File: src/rtl/aud_sclk_pkg.sv
package aud_sclk_pkg;

    // width of the half-period exponent and of the frame-length exponent
    localparam int HL_W = 3;
    localparam int FL_W = 4;

    // exponent of the largest master-clock ratio (512) and of the default frame (32)
    localparam int MCLK_LOG_TOP    = 9;
    localparam int FRAME_LOG_BASE  = 5;
    localparam int FRAME_LOG_SHORT = 4;
    localparam int RATIO_CODE_MAX  = 4;
    localparam int FRAME_CODE_MAX  = 4;
    localparam int FRAME_CODE_16   = 7;

    // largest half-period exponent the decoder can produce
    localparam int MAX_HALF_LOG = MCLK_LOG_TOP - FRAME_LOG_SHORT - 1;
    localparam int MAX_FRAME_LOG = FRAME_LOG_BASE + FRAME_CODE_MAX;

    typedef enum logic [1:0] {
        ST_IDLE  = 2'd0,
        ST_RUN   = 2'd1,
        ST_DRAIN = 2'd2
    } sclk_state_e;

endpackage

File: src/rtl/aud_sclk_decode.sv
module aud_sclk_decode
    import aud_sclk_pkg::*;
(
    input  logic [2:0]      ratio_code_i,
    input  logic [2:0]      frame_code_i,
    output logic [HL_W-1:0] half_log_o,
    output logic [FL_W-1:0] frame_log_o
);

    int mlog;
    int flog;
    int hl;

    always_comb begin
        // ratio: code n selects 512 >> n, unused codes behave as code 0
        if (int'(ratio_code_i) <= RATIO_CODE_MAX) begin
            mlog = MCLK_LOG_TOP - int'(ratio_code_i);
        end else begin
            mlog = MCLK_LOG_TOP;
        end

        // frame length: code n selects 32 << n, code 7 gives 16, others fall back
        if (int'(frame_code_i) <= FRAME_CODE_MAX) begin
            flog = FRAME_LOG_BASE + int'(frame_code_i);
        end else if (int'(frame_code_i) == FRAME_CODE_16) begin
            flog = FRAME_LOG_SHORT;
        end else begin
            flog = FRAME_LOG_BASE;
        end

        // half period = M / (2B); clamp at one master clock when M < 2B
        if (mlog > flog) begin
            hl = mlog - flog - 1;
        end else begin
            hl = 0;
        end

        half_log_o  = HL_W'(hl);
        frame_log_o = FL_W'(flog);
    end

    // exponent never exceeds the counter's reach
    always_comb begin
        p_half_range_r2: assert (int'(half_log_o) <= MAX_HALF_LOG);
    end

endmodule

File: src/rtl/aud_sclk_divider.sv
module aud_sclk_divider
    import aud_sclk_pkg::*;
#(
    parameter int HCNT_W = MAX_HALF_LOG,
    parameter int BCNT_W = MAX_FRAME_LOG
) (
    input  logic            clk,
    input  logic            rst_n,
    input  logic            run_i,
    input  logic [HL_W-1:0] dec_hl_i,
    input  logic [FL_W-1:0] dec_flog_i,
    output logic            bck_o,
    output logic            lrc_o
);

    sclk_state_e st_q, st_nx;

    logic [HCNT_W-1:0] hcnt_q;
    logic [BCNT_W-1:0] bitcnt_q;
    logic              bclk_q, lrck_q;
    logic [HL_W-1:0]   cur_hl_q;
    logic [FL_W-1:0]   cur_flog_q;

    logic [HCNT_W-1:0] half_last;
    logic [BCNT_W-1:0] frame_last;
    logic [BCNT_W-1:0] mid_last;
    logic              tick, fall, frame_end, mid_pt;

    // terminal counts from the captured exponents
    always_comb begin
        half_last  = HCNT_W'((32'd1 << cur_hl_q) - 32'd1);
        frame_last = BCNT_W'((32'd1 << cur_flog_q) - 32'd1);
        mid_last   = BCNT_W'((32'd1 << (cur_flog_q - FL_W'(1))) - 32'd1);
        tick       = (st_q != ST_IDLE) && (hcnt_q == half_last);
        fall       = tick && bclk_q;
        frame_end  = fall && (bitcnt_q == frame_last);
        mid_pt     = fall && (bitcnt_q == mid_last);
    end

    // next state
    always_comb begin
        st_nx = st_q;
        unique case (st_q)
            ST_IDLE: begin
                if (run_i) st_nx = ST_RUN;
            end
            ST_RUN: begin
                if (frame_end && !run_i) st_nx = ST_IDLE;
                else if (!run_i)         st_nx = ST_DRAIN;
            end
            ST_DRAIN: begin
                if (frame_end)  st_nx = run_i ? ST_RUN : ST_IDLE;
                else if (run_i) st_nx = ST_RUN;
            end
            default: st_nx = ST_IDLE;
        endcase
    end

    // state register
    always_ff @(posedge clk or negedge rst_n) begin
        if (!rst_n) st_q <= ST_IDLE;
        else        st_q <= st_nx;
    end

    // counters and clock outputs
    always_ff @(posedge clk or negedge rst_n) begin
        if (!rst_n) begin
            hcnt_q     <= '0;
            bitcnt_q   <= '0;
            bclk_q     <= 1'b0;
            lrck_q     <= 1'b0;
            cur_hl_q   <= '0;
            cur_flog_q <= FL_W'(FRAME_LOG_BASE);
        end else begin
            unique case (st_q)
                ST_IDLE: begin
                    hcnt_q   <= '0;
                    bitcnt_q <= '0;
                    bclk_q   <= 1'b0;
                    lrck_q   <= 1'b0;
                    if (run_i) begin
                        cur_hl_q   <= dec_hl_i;
                        cur_flog_q <= dec_flog_i;
                    end
                end
                ST_RUN, ST_DRAIN: begin
                    if (tick) begin
                        hcnt_q <= '0;
                        bclk_q <= ~bclk_q;
                        if (fall) begin
                            if (frame_end) begin
                                bitcnt_q <= '0;
                                lrck_q   <= 1'b0;
                                if (run_i) begin
                                    cur_hl_q   <= dec_hl_i;
                                    cur_flog_q <= dec_flog_i;
                                end
                            end else begin
                                bitcnt_q <= bitcnt_q + BCNT_W'(1);
                                if (mid_pt) lrck_q <= 1'b1;
                            end
                        end
                    end else begin
                        hcnt_q <= hcnt_q + HCNT_W'(1);
                    end
                end
                default: begin
                    hcnt_q <= '0;
                end
            endcase
        end
    end

    assign bck_o = bclk_q;
    assign lrc_o = lrck_q;

    // frame clock moves only together with a falling bit clock
    p_lrc_on_fall_r6: assert property (@(posedge clk) disable iff (!rst_n)
        !$stable(lrck_q) |-> $fell(bclk_q));

    // idle means both clocks at the inactive level
    p_idle_quiet_r8: assert property (@(posedge clk) disable iff (!rst_n)
        (st_q == ST_IDLE) |-> (!bclk_q && !lrck_q));

    // the generator only stops at a frame boundary
    p_stop_at_frame_r8: assert property (@(posedge clk) disable iff (!rst_n)
        ((st_q == ST_IDLE) && ($past(st_q) != ST_IDLE)) |-> $past(bitcnt_q == frame_last));

    // half-period counter stays within its terminal count
    p_hcnt_bound_r2: assert property (@(posedge clk) disable iff (!rst_n)
        hcnt_q <= half_last);

    // bit counter stays within the frame
    p_bitcnt_bound_r3: assert property (@(posedge clk) disable iff (!rst_n)
        bitcnt_q <= frame_last);

endmodule

File: src/rtl/aud_sclk_route.sv
module aud_sclk_route (
    input  logic gen_bck_i,
    input  logic gen_lrc_i,
    input  logic ext_bck_i,
    input  logic ext_lrc_i,
    input  logic tx_master_i,
    input  logic rx_master_i,
    input  logic inv_m_lrc_i,
    input  logic inv_m_bck_i,
    input  logic inv_s_lrc_i,
    input  logic inv_s_bck_i,
    output logic bck_pad_o,
    output logic lrc_pad_o,
    output logic pad_oe_o,
    output logic tx_bck_o,
    output logic tx_lrc_o,
    output logic rx_bck_o,
    output logic rx_lrc_o
);

    logic slv_bck, slv_lrc;

    always_comb begin
        slv_bck   = ext_bck_i ^ inv_s_bck_i;
        slv_lrc   = ext_lrc_i ^ inv_s_lrc_i;
        bck_pad_o = gen_bck_i ^ inv_m_bck_i;
        lrc_pad_o = gen_lrc_i ^ inv_m_lrc_i;
        pad_oe_o  = tx_master_i | rx_master_i;
        tx_bck_o  = tx_master_i ? gen_bck_i : slv_bck;
        tx_lrc_o  = tx_master_i ? gen_lrc_i : slv_lrc;
        rx_bck_o  = rx_master_i ? gen_bck_i : slv_bck;
        rx_lrc_o  = rx_master_i ? gen_lrc_i : slv_lrc;
    end

endmodule

File: src/rtl/aud_sclk_gen.sv
module aud_sclk_gen
    import aud_sclk_pkg::*;
#(
    parameter int PORT_SEL = 0,
    parameter int HCNT_W   = MAX_HALF_LOG,
    parameter int BCNT_W   = MAX_FRAME_LOG
) (
    input  logic        clk,
    input  logic        rst_n,
    input  logic [15:0] ckcfg_i,
    input  logic [15:0] polcfg_i,
    input  logic [7:0]  run_bus_i,
    input  logic        ext_bck_i,
    input  logic        ext_lrc_i,
    output logic        bck_pad_o,
    output logic        lrc_pad_o,
    output logic        pad_oe_o,
    output logic        tx_bck_o,
    output logic        tx_lrc_o,
    output logic        rx_bck_o,
    output logic        rx_lrc_o
);

    localparam int RATIO_LSB = 12;
    localparam int FRAME_LSB = 8;
    localparam int RX_MS_BIT = 4;
    localparam int TX_MS_BIT = 0;

    logic            run;
    logic [HL_W-1:0] dec_hl;
    logic [FL_W-1:0] dec_flog;
    logic            gen_bck, gen_lrc;
    logic            unused_bits;

    assign unused_bits = ^{ckcfg_i[15], ckcfg_i[11], ckcfg_i[7:5], ckcfg_i[3:1],
                           polcfg_i[15:13], polcfg_i[11:9], polcfg_i[7:5], polcfg_i[3:1],
                           run_bus_i};

    // pick this port's run bit
    generate
        if (PORT_SEL == 0) begin : g_port_a
            assign run = run_bus_i[0];
        end else begin : g_port_b
            assign run = run_bus_i[4];
        end
    endgenerate

    aud_sclk_decode u_dec (
        .ratio_code_i (ckcfg_i[RATIO_LSB +: 3]),
        .frame_code_i (ckcfg_i[FRAME_LSB +: 3]),
        .half_log_o   (dec_hl),
        .frame_log_o  (dec_flog)
    );

    aud_sclk_divider #(
        .HCNT_W (HCNT_W),
        .BCNT_W (BCNT_W)
    ) u_div (
        .clk        (clk),
        .rst_n      (rst_n),
        .run_i      (run),
        .dec_hl_i   (dec_hl),
        .dec_flog_i (dec_flog),
        .bck_o      (gen_bck),
        .lrc_o      (gen_lrc)
    );

    aud_sclk_route u_route (
        .gen_bck_i   (gen_bck),
        .gen_lrc_i   (gen_lrc),
        .ext_bck_i   (ext_bck_i),
        .ext_lrc_i   (ext_lrc_i),
        .tx_master_i (ckcfg_i[TX_MS_BIT]),
        .rx_master_i (ckcfg_i[RX_MS_BIT]),
        .inv_m_lrc_i (polcfg_i[12]),
        .inv_m_bck_i (polcfg_i[8]),
        .inv_s_lrc_i (polcfg_i[4]),
        .inv_s_bck_i (polcfg_i[0]),
        .bck_pad_o   (bck_pad_o),
        .lrc_pad_o   (lrc_pad_o),
        .pad_oe_o    (pad_oe_o),
        .tx_bck_o    (tx_bck_o),
        .tx_lrc_o    (tx_lrc_o),
        .rx_bck_o    (rx_bck_o),
        .rx_lrc_o    (rx_lrc_o)
    );

    // pads are driven only while some direction is master
    p_oe_master_r12: assert property (@(posedge clk) disable iff (!rst_n)
        pad_oe_o |-> (ckcfg_i[TX_MS_BIT] || ckcfg_i[RX_MS_BIT]));

endmodule

File: config.mk
export PLATFORM = sky130hd
export DESIGN_NAME = aud_sclk_gen
export DESIGN_NICKNAME = d
export VERILOG_FILES = /design/src/rtl/aud_sclk_pkg.sv /design/src/rtl/aud_sclk_decode.sv /design/src/rtl/aud_sclk_divider.sv /design/src/rtl/aud_sclk_route.sv /design/src/rtl/aud_sclk_gen.sv
export SDC_FILE = /design/constraint.sdc
export NUM_CORES = 1
export LEC_CHECK = 0
export BUFFER_PORTS_ARGS = -buffer_cell sky130_fd_sc_hd__buf_2
export CAP_MARGIN = 20
export CORE_MARGIN = 10
export CORE_UTILIZATION = 45
export DETAILED_ROUTE_END_ITERATION = 10
export PLACE_DENSITY = 0.77
export SLEW_MARGIN = 10
export SYNTH_ARGS = -nofsm -noshare
export SYNTH_HDL_FRONTEND = slang
export SYNTH_SLANG_ARGS = --single-unit
File: constraint.sdc
create_clock -name clk -period 3.3 [get_ports clk]
set_input_delay 0.33 -clock clk [delete_from_list [all_inputs] [get_ports clk]]
set_output_delay 0.33 -clock clk [all_outputs]
set_load 0.01 [all_outputs]
### Word-level counts from Yosys, hierarchy flattened

Index checks and enable logic that the tools add are counted.

| storage, ports and cells | value |
|---|---|
| bits in registers | 24 |
| bits of input ports | 44 |
| output and inout bits | 7 |

| operators by class | value |
|---|---|
| add/subtract/negate cells | 10 |
| magnitude comparators | 3 |
| eq/ne operators | 11 |
| shift operators | 3 |
| multiplexer cells | 37 |
| bitwise operators | 6 |
| reduce and logical (&&, ||, !) cells | 14 |

Operators by type and width:

| kind | count |
|---|---|
| $gt A32 B5 Y1 | 1 |
| $mux W32 | 1 |
| $mux W4 | 7 |
| $mux W9 | 3 |
| $eq A9 B9 Y1 | 2 |
| $pmux W9 S2 | 1 |
| $shl A1 B4 Y9 const A | 2 |
| $sub A9 B1 Y9 const B | 2 |
| $mux W3 | 5 |
| $mux W1 | 11 |
| $add A9 B1 Y9 const B | 1 |
| $mux W2 | 4 |
| $pmux W4 S2 | 1 |
| $reduce_and A4 Y1 | 2 |
| $sub A4 B1 Y4 const B | 2 |
| $le A3 B3 Y1 const B | 2 |
| $ne A2 B1 Y1 const B | 3 |
| $pmux W2 S3 | 1 |
| $pmux W3 S2 | 1 |
| $logic_and A1 B1 Y1 | 5 |
| $sub A4 B3 Y5 const A | 1 |
| $add A3 B3 Y4 const A | 1 |
| $add A4 B1 Y4 const B | 1 |
| $eq A4 B4 Y1 | 1 |
| 18 further kinds | 23 |

### Longest topological paths before layout

Gate-level depths: netlist of the first run.

| depth | value |
|---|---|
| depth in word-level cells | 11 |
| gate-level depth with buffers | 13 |
| depth with buffers taken out | 10 |

### Cells and area by module

From an unflattened synthesis of the first run, not the netlist that was laid out.

| unflattened totals | value |
|---|---|
| cell total of the unflattened synthesis | 292 |
| area total of the unflattened synthesis | 2481.1 um^2 |

By module, submodules not included:

| module | instances | cells each | area an instance (um^2) | seq. area each (um^2) |
|---|---|---|---|---|
| aud_sclk_divider | 1 | 240 | 2064.5 | 603.1 |
| aud_sclk_decode | 1 | 43 | 330.3 | 0.0 |
| aud_sclk_route | 1 | 9 | 86.3 | 0.0 |

### Worst setup path before layout of the first run

No wires, ideal clock.

| timing path | value |
|---|---|
| path type | reg-to-reg |
| start | reg u_div.cur_flog_q[3] |
| end | reg u_div.cur_hl_q[2] |
| setup time | 0.125 ns |
| arrival | 2.971 ns |
| required time | 3.175 ns |
| setup slack | 0.204 ns |
| cell stages (with the launch flop) | 14 |
| path buffers | 3 |
| cells stage by stage | dfrtp_1 > buf_2 > buf_2 > nor2_1 > nand3_1 > ha_1 > buf_2 > nor2b_1 > o21a_1 > or3_1 > a32oi_2 > nand3_2 > o22ai_4 > mux2_4 |

| between the ends | value |
|---|---|
| longest elaborated chain between the ends | 6 |

Ends and longest elaborated chain:

| item | RTL line | RTL |
|---|---|---|
| start, declared | aud_sclk_divider.sv:22 | `logic [FL_W-1:0] cur_flog_q;` |
| start signal, assigned | aud_sclk_divider.sv:73 | `cur_flog_q <= FL_W'(FRAME_LOG_BASE);` |
| start signal, assigned | aud_sclk_divider.sv:83 | `cur_flog_q <= dec_flog_i;` |
| start signal, assigned | aud_sclk_divider.sv:96 | `cur_flog_q <= dec_flog_i;` |
| $shl A1 B4 Y9 | aud_sclk_divider.sv:32 | `frame_last = BCNT_W'((32'd1 << cur_flog_q) - 32'd1);` |
| $sub A9 B1 Y9 | aud_sclk_divider.sv:32 |  |
| $eq A9 B9 Y1 | aud_sclk_divider.sv:36 | `frame_end = fall && (bitcnt_q == frame_last);` |
| $logic_and A1 B1 Y1 | aud_sclk_divider.sv:36 |  |
| $ne A2 B1 Y1 (no line) | -- |  |
| $reduce_and A4 Y1 (no line) | -- |  |
| end signal, assigned | aud_sclk_divider.sv:82 | `cur_hl_q <= dec_hl_i;` |
| end signal, assigned | aud_sclk_divider.sv:95 | `cur_hl_q <= dec_hl_i;` |
| end, declared | aud_sclk_divider.sv:21 | `logic [HL_W-1:0] cur_hl_q;` |

Every way passes these cells.
A chain may end at the register's enable or synchronous reset.

### Final worst setup path of the first run

| timing path | value |
|---|---|
| start | reg u_div.cur_flog_q[3] |
| end | reg u_div.cur_flog_q[3] |

| between the ends | value |
|---|---|
| longest elaborated chain between the ends | 6 |
| elaborated cells between the ends (all ways) | 11 |

Ends and longest elaborated chain:

| item | RTL line |
|---|---|
| $shl A1 B4 Y9 | aud_sclk_divider.sv:32 |
| $sub A9 B1 Y9 | aud_sclk_divider.sv:32 |
| $eq A9 B9 Y1 | aud_sclk_divider.sv:36 |
| $logic_and A1 B1 Y1 | aud_sclk_divider.sv:36 |
| $ne A2 B1 Y1 (no line) | -- |
| $reduce_and A4 Y1 (no line) | -- |

Parallel ways exist; a longest one is shown, timed or not. The select of a mux whose other input is x is not followed.

==> results of run 1 <==
[cell families after synthesis]
logic type               synth area share, %
XOR/XNOR                                9.70
AND/OR/NAND/NOR                         24.1
AO/OA/AOI/OAI                           18.1
multiplexers                            5.65
adder cells (fa/ha/maj)                 10.4
flip-flops                              25.7
buffers and inverters                   6.24
[metrics by stage]
stage          hold slack [ns]  power, mW  util [%]  setup slack [ns]  area (um^2)
2_1_floorplan           0.0344       1.48         -             0.204         2350
6_report                0.0320       1.91      50.6             0.283         2570
3_3_place_gp             0.344       1.71      49.7             0.268         2520
5_1_grt                 0.0665       2.11      50.6            0.0580         2570
4_1_cts                 0.0533       1.91      50.5             0.206         2560
3_5_place_dp             0.345       1.73      49.7             0.225         2520
[state kept, by name, indices dropped and copies added, names as in the netlist]
name / cells
u_div.cur_hl_q: 3
u_div.hcnt_q: 4
u_div.st_q: 2
u_div.cur_flog_q: 4
u_div.bck_o: 1
u_div.lrc_o: 1
u_div.bitcnt_q: 9
[worst max-delay path, delay by kind of cell, from the launching register on]
| kind | cells | cell delay (ns) |
|---|---|---|
| flops | 1 | 0.40 |
| buf+inv | 3 | 0.50 |
| fa+ha+maj | 1 | 0.28 |
| compound gates | 4 | 0.93 |
| mux | 1 | 0.19 |
| simple gates | 3 | 0.64 |
[layer usage]
layer / part of all wire [%] / GRT usage (%) / vias to the layer above
li1: - / - / 1047
met1: 47 / 14.7 / 918
met2: 47 / 20.8 / 48
met3: 5.2 / 3.26 / 4
met4: 0.81 / 3.21 / 0
met5: 0 / 0 / -
[cells in the mapped netlist, types with 2 or more instances]
| cell | count | share of area [%] |
|---|---|---|
| or3_1 | 7 | 1.9 |
| ha_1 | 18 | 9.6 |
| o31ai_1 | 2 | 0.64 |
| clkbuf_1 | 6 | 0.96 |
| dfstp_2 | 2 | 2.2 |
| inv_2 | 2 | 0.32 |
| nand2b_1 | 3 | 0.80 |
| a21oi_2 | 3 | 1.1 |
| and2_1 | 3 | 0.80 |
| nand2_1 | 22 | 3.5 |
| a31oi_1 | 2 | 0.53 |
| a221oi_1 | 2 | 0.75 |
| xnor2_1 | 7 | 2.6 |
| o211ai_1 | 3 | 0.96 |
| nand4_1 | 5 | 1.3 |
| a211oi_1 | 4 | 1.3 |
| a211o_1 | 2 | 0.75 |
| nor2_1 | 28 | 4.5 |
| and3_1 | 3 | 0.80 |
| a22oi_1 | 2 | 0.64 |
| mux2_4 | 4 | 2.6 |
| buf_1 | 3 | 0.48 |
| a21oi_1 | 10 | 2.1 |
| mux2i_1 | 5 | 2.1 |
| or2_1 | 2 | 0.53 |
| o21ai_0 | 17 | 3.6 |
| nor3_1 | 6 | 1.3 |
| dfrtp_1 | 22 | 23 |
| mux2_2 | 2 | 0.96 |
| nor4_1 | 4 | 1.1 |
| nor2b_1 | 3 | 0.80 |
| nand3_1 | 14 | 3.0 |
| xor2_1 | 19 | 7.1 |
| o21a_1 | 3 | 0.96 |
| buf_2 | 6 | 1.3 |
| inv_1 | 15 | 2.4 |
[path summary, 6_finish.rpt]
check	start	end	slack, ns	depth (start not counted)
min	rst_n	u_div.bitcnt_q[3]	0.03	1
max	u_div.cur_flog_q[3]	u_div.cur_flog_q[3]	0.28	12
max in group asynchronous	rst_n	u_div.cur_flog_q[0]	2.89	1
max reg2reg	u_div.cur_flog_q[3]	u_div.cur_flog_q[3]	0.28	12
min in group clk	run_bus_i[0]	u_div.st_q[0]	0.38	3
min reg2reg	u_div.hcnt_q[0]	u_div.hcnt_q[0]	0.55	1
[area by class of cell]
class,instances,area share [%]
multi-input cells,226,62.4
flip-flops and latches,24,23.5
repair buffers,30,6.52
well taps,70,3.41
inverters,17,2.48
clock buffers,4,1.75
[report_power, final]
group | internal, mW | total (mW) | switching [mW]
clock | 0.0863 | 0.177 | 0.0905
sequential | 0.382 | 0.507 | 0.126
combinational | 0.539 | 1.23 | 0.690
total | 1.01 | 1.91 | 0.906
[repair_timing]
action / 4_1_cts / 5_1_grt
resized for setup: 0 / 2
endpoints found under the setup margin: 0 / 4
hold endpoints to repair: 0 / 0
==> results.txt, run 1 <==
Final GP Congestion - 0.842
FP Rows - 26
Full die area - 0.00850 mm^2
Setup Skew - 0.00610 ns
EDFF count, synth - 0
TritonCTS clock tree - built
Total CTS buffers - 3
Vias - 2017
Dpl hpwl - 3880 um
Fill count - 490
CTS max path bufs - 2
Root Buffer - clkbuf_8
CP Cell Sequence - buf_4 > inv_2 > nand2_1 > ha_2 > or3_1 > a211oi_1 > o21ai_0 > a21oi_2 > nand3_2 > o22ai_4 > buf_4 > mux2i_1
DRC Markers - 0
Max-cap violations - 0
Tcrit/Tclk final - 91.4%
IO Port Bufs - 23
Pwr Density - 744 mW/mm^2
Mapped cell area - 0.00235 mm^2
Synth warn - 0
Area occupied by multi-input gates - 0.00160 mm^2
Fin cells - 371
Worst Setup Start Kind - register
GR Overflow Total - 0
RSZ-0062 raised after global routing - no
Leak - 1.14 nW
Vias per std cell - 5.44
Initial DRC Count - 203
CP Data Required Time - 3.49 ns
Ys flop type - dfrtp_1
Hold WC Path Type - input port to asynchronous set/reset pin
Die width - 92.2 um
Later-pin clock latency in the skew report - 0.27 ns
Detailed Routing Iterations Pass 1 - 4
I/O pin count - 51
Core Footprint - 0.00507 mm^2
Pin count of the biggest net entering global routing - 25
Initial antenna violation count - 0
CP most frequent cell - buf_4
WL per Instance - 13.3 um
Crit-path max cell delay - 0.40 ns
Hold buffers post-CTS - 0
Worst-Margin Slew - 0.580 ns
First-pass GRT wire length - 8870 um
Sequential area share after synthesis - 25.7%
Dpl cells - 367
Crit path DAT - 3.20 ns
Clk sink count - 24
CTS H-tree depth - 1
Gr usage total - 12.2%
Syn_nets - 347
Fraction of registers with async set/reset - 100%
Status - finished clean
CP Class - register to register
ANT nets after route - 0
Final hold vios - 0
Fmax - 0.331 GHz
FF+latch count, synth - 24
Starting Density - 46.3%
CP max-delay cell - dfrtp_1
Peak VDD IR - 0.259 mV
Layout cells sized above 1 - 18.3%
Setup TNS - 0 ns
Most frequent cells in the layout - nor2_1, buf_2, nand2_1, dfrtp_1, xor2_1
Slew Viols, Final - 0
Setup Buffers After CTS - 0
Sequential cell area - 603 um^2
Crit-path max FO - 11
Layout area overhead - 9.49%
DIE HEIGHT - 92.2 um
Cell count after synthesis - 284
Min cycle time layout - 3.02 ns
Vias in the first global route - 1981
CP endpoint kind - register
Inserted Diodes - 0
Setup violations, final - 0
Worst-path clk slew - 0.08 ns
Synth cell types - 59
DRT Wirelength - 4930 um
Commonest non-fill, non-tap cell in the layout - nor2_1
Total Nets Final - 365
Rel. slew slack - 60.4%
Syn Area/Cell - 8.26 um^2
(Power assumes the default switching activity.)
==> inputs of run 2 (changes only) <==
--- a/config.mk
+++ b/config.mk
@@ -7,10 +7,11 @@
 export LEC_CHECK = 0
 export BUFFER_PORTS_ARGS = -buffer_cell sky130_fd_sc_hd__buf_2
 export CAP_MARGIN = 20
-export CORE_MARGIN = 10
-export CORE_UTILIZATION = 45
+export CORE_ASPECT_RATIO = 1.4
+export CORE_MARGIN = 2
+export CORE_UTILIZATION = 49
 export DETAILED_ROUTE_END_ITERATION = 10
-export PLACE_DENSITY = 0.77
+export PLACE_DENSITY = 0.82
 export SLEW_MARGIN = 10
 export SYNTH_ARGS = -nofsm -noshare
 export SYNTH_HDL_FRONTEND = slang
==> results.txt, run 2 (synthesis gave the netlist of run 1 again) <==
Setup Buffers After CTS - 0 (unchanged)
CTS H-tree depth - 1 (unchanged)
Area post-placement - 0.00252 mm^2 (about the same)
IO Port Bufs - 23 (unchanged)
Tcrit/Tclk final - 92.9% (was 91.4%)
RR Startpoint - u_div.cur_flog_q[0] (was u_div.cur_flog_q[3])
RSZ-0062 raised after global routing - no (unchanged)
Flop pwr share - 26.0% (was 26.5%)
DRT Wirelength - 4950 um (was 4930 um)
Clock power share - 10.2% (was 9.2%)
Final hold vios - 0 (unchanged)
Status - finished clean (unchanged)
Layout area overhead - 9.60% (was 9.49%)
Comb power frac - 63.8% (was 64.2%)
Layout cells sized above 1 - 18.2% (was 18.3%)
Max FFs per register - 9 (unchanged)
Sw Pwr - 919 uW (was 906 uW)
Peak VDD IR - 0.531 mV (was 0.259 mV)
CP Data Required Time - 3.49 ns (about the same)
Crit-path max FO - 12 (was 11)
Gr usage total - 20.0% (was 12.2%)
Setup TNS - 0 ns (unchanged)
TritonCTS clock tree - built (unchanged)
Final GP Congestion - 0.883 (was 0.842)
DIE HEIGHT - 85.9 um (was 92.2 um)
Worst-path clk slew - 0.08 ns (about the same)
First-pass GRT wire length - 8920 um (was 8870 um)
Total CTS buffers - 3 (unchanged)
Sw frac - 47.1% (was 47.4%)
DRC Markers - 0 (unchanged)
Setup Skew - 0.00349 ns (was 0.00610 ns)
P_int - 1.03 mW (was 1.01 mW)
GR Overflow Total - 0 (unchanged)
Top Registers - u_div.bitcnt_q (9), u_div.cur_flog_q (4), u_div.hcnt_q (4) (unchanged)
Dpl hpwl - 3770 um (was 3880 um)
CP endpoint kind - register (unchanged)
Core Footprint - 0.00457 mm^2 (was 0.00507 mm^2)
FP Rows - 29 (was 26)
I/O pin count - 51 (unchanged)
Setup violations, final - 0 (unchanged)
Initial antenna violation count - 0 (unchanged)
Worst-Margin Slew - 0.495 ns (was 0.580 ns)
Starting Density - 51.3% (was 46.3%)
Die width - 62.5 um (was 92.2 um)
Biggest register - u_div.bitcnt_q (unchanged)
Vias in the first global route - 2077 (was 1981)
Later-pin clock latency in the skew report - 0.27 ns (about the same)
Worst Setup Start Kind - register (unchanged)
Detailed Routing Iterations Pass 1 - 4 (unchanged)
CTS max path bufs - 2 (unchanged)
Max-cap violations - 0 (unchanged)
Hold WC Path Type - input port to asynchronous set/reset pin (unchanged)
Most frequent cells in the layout - nor2_1, buf_2, nand2_1, dfrtp_1, xor2_1 (unchanged)
Rel. slew slack - 66.2% (was 60.4%)
Pin count of the biggest net entering global routing - 25 (unchanged)
ANT nets after route - 0 (unchanged)
Inserted Diodes - 0 (unchanged)
Root Buffer - clkbuf_8 (unchanged)
Full die area - 0.00537 mm^2 (was 0.00850 mm^2)
Post-CTS sizing - 0 (unchanged)
Hold buffers post-CTS - 0 (unchanged)
WL per Instance - 13.6 um (was 13.3 um)
Slew Viols, Final - 0 (unchanged)
Finished Cell Area - 0.00257 mm^2 (about the same)
Leak - 1.15 nW (was 1.14 nW)
Vias per std cell - 5.80 (was 5.44)
Clk sink count - 24 (unchanged)
Initial DRC Count - 83 (was 203)
Min cycle time layout - 3.07 ns (was 3.02 ns)
Crit path DAT - 3.26 ns (was 3.20 ns)
Total Nets Final - 366 (was 365)
Vias - 2111 (was 2017)
CP Launch Point - u_div.cur_flog_q[0] (was u_div.cur_flog_q[3])
CP Class - register to register (unchanged)
Pwr Density - 758 mW/mm^2 (was 744 mW/mm^2)
Fmax - 0.326 GHz (was 0.331 GHz)
Fill count - 407 (was 490)
Commonest non-fill, non-tap cell in the layout - nor2_1 (unchanged)
run 2: cell count changes in the layout (fill, tap and decap cells not counted), sizes merged:
cell / previous run / this run
buf: 30 / 31
run 2: final cells by class:
cell class              instances  area [um^2]  share of cell area [%]
inverters                      17         63.8                    2.48
clock buffers                   4         55.1                    2.14
flip-flops and latches         24          603                    23.4
well taps                      62         77.6                    3.02
multi-input cells             226         1600                    62.1
repair buffers                 31          175                    6.81
run 2: power groups by stage:
stage               Clock [mW]  Sequential [mW]  Combinational (mW)
finish                   0.200            0.506                1.24
global route             0.213            0.524                1.40
CTS                      0.203            0.505                1.25
detailed placement           0            0.511                1.24
global placement             0            0.505                1.21
floorplan                    0            0.459                1.02
run 2: critical path: stages, from the launching register on:
cell and delay, ns:
dfstp_2 0.69, nand3_1 0.15, ha_1 0.30, or3_1 0.39, a211oi_1 0.30, o21ai_0 0.16
a21oi_2 0.18, nand3_2 0.15, o22ai_4 0.26, buf_4 0.20, mux2i_1 0.20
run 2: path summary, 6_finish.rpt:
path,endpoint,slack [ns],cells after the start
max,u_div.cur_flog_q[2],0.23,10
max in group asynchronous,u_div.cur_flog_q[2],2.90,1
max reg2reg,u_div.cur_flog_q[2],0.23,10
min reg2reg,u_div.hcnt_q[0],0.53,1
min in group clk,u_div.st_q[0],0.39,3
min,u_div.bitcnt_q[4],0.03,1
run 2: metal layers:
layer	part of all wire (%)	up-vias	routed length, um	global-route usage, %
met4	1.5	0	72	8.89
met1	41	1024	2040	22.9
met2	55	34	2740	37.6
met3	2.0	8	97	1.84
li1	-	1045	-	-
met5	0	-	0	0
run 2: per-stage QoR:
stage	setup slack, ns	hold WS (ns)	power (mW)	utilization, %	instances
finish	0.234	0.0258	1.95	56.3	364
global route	0.0278	0.0724	2.13	56.3	364
CTS	0.207	0.0456	1.95	56.3	364
detailed placement	0.240	0.335	1.75	55.1	360
global placement	0.276	0.334	1.71	55.1	360
floorplan	0.204	0.0344	1.48	-	284
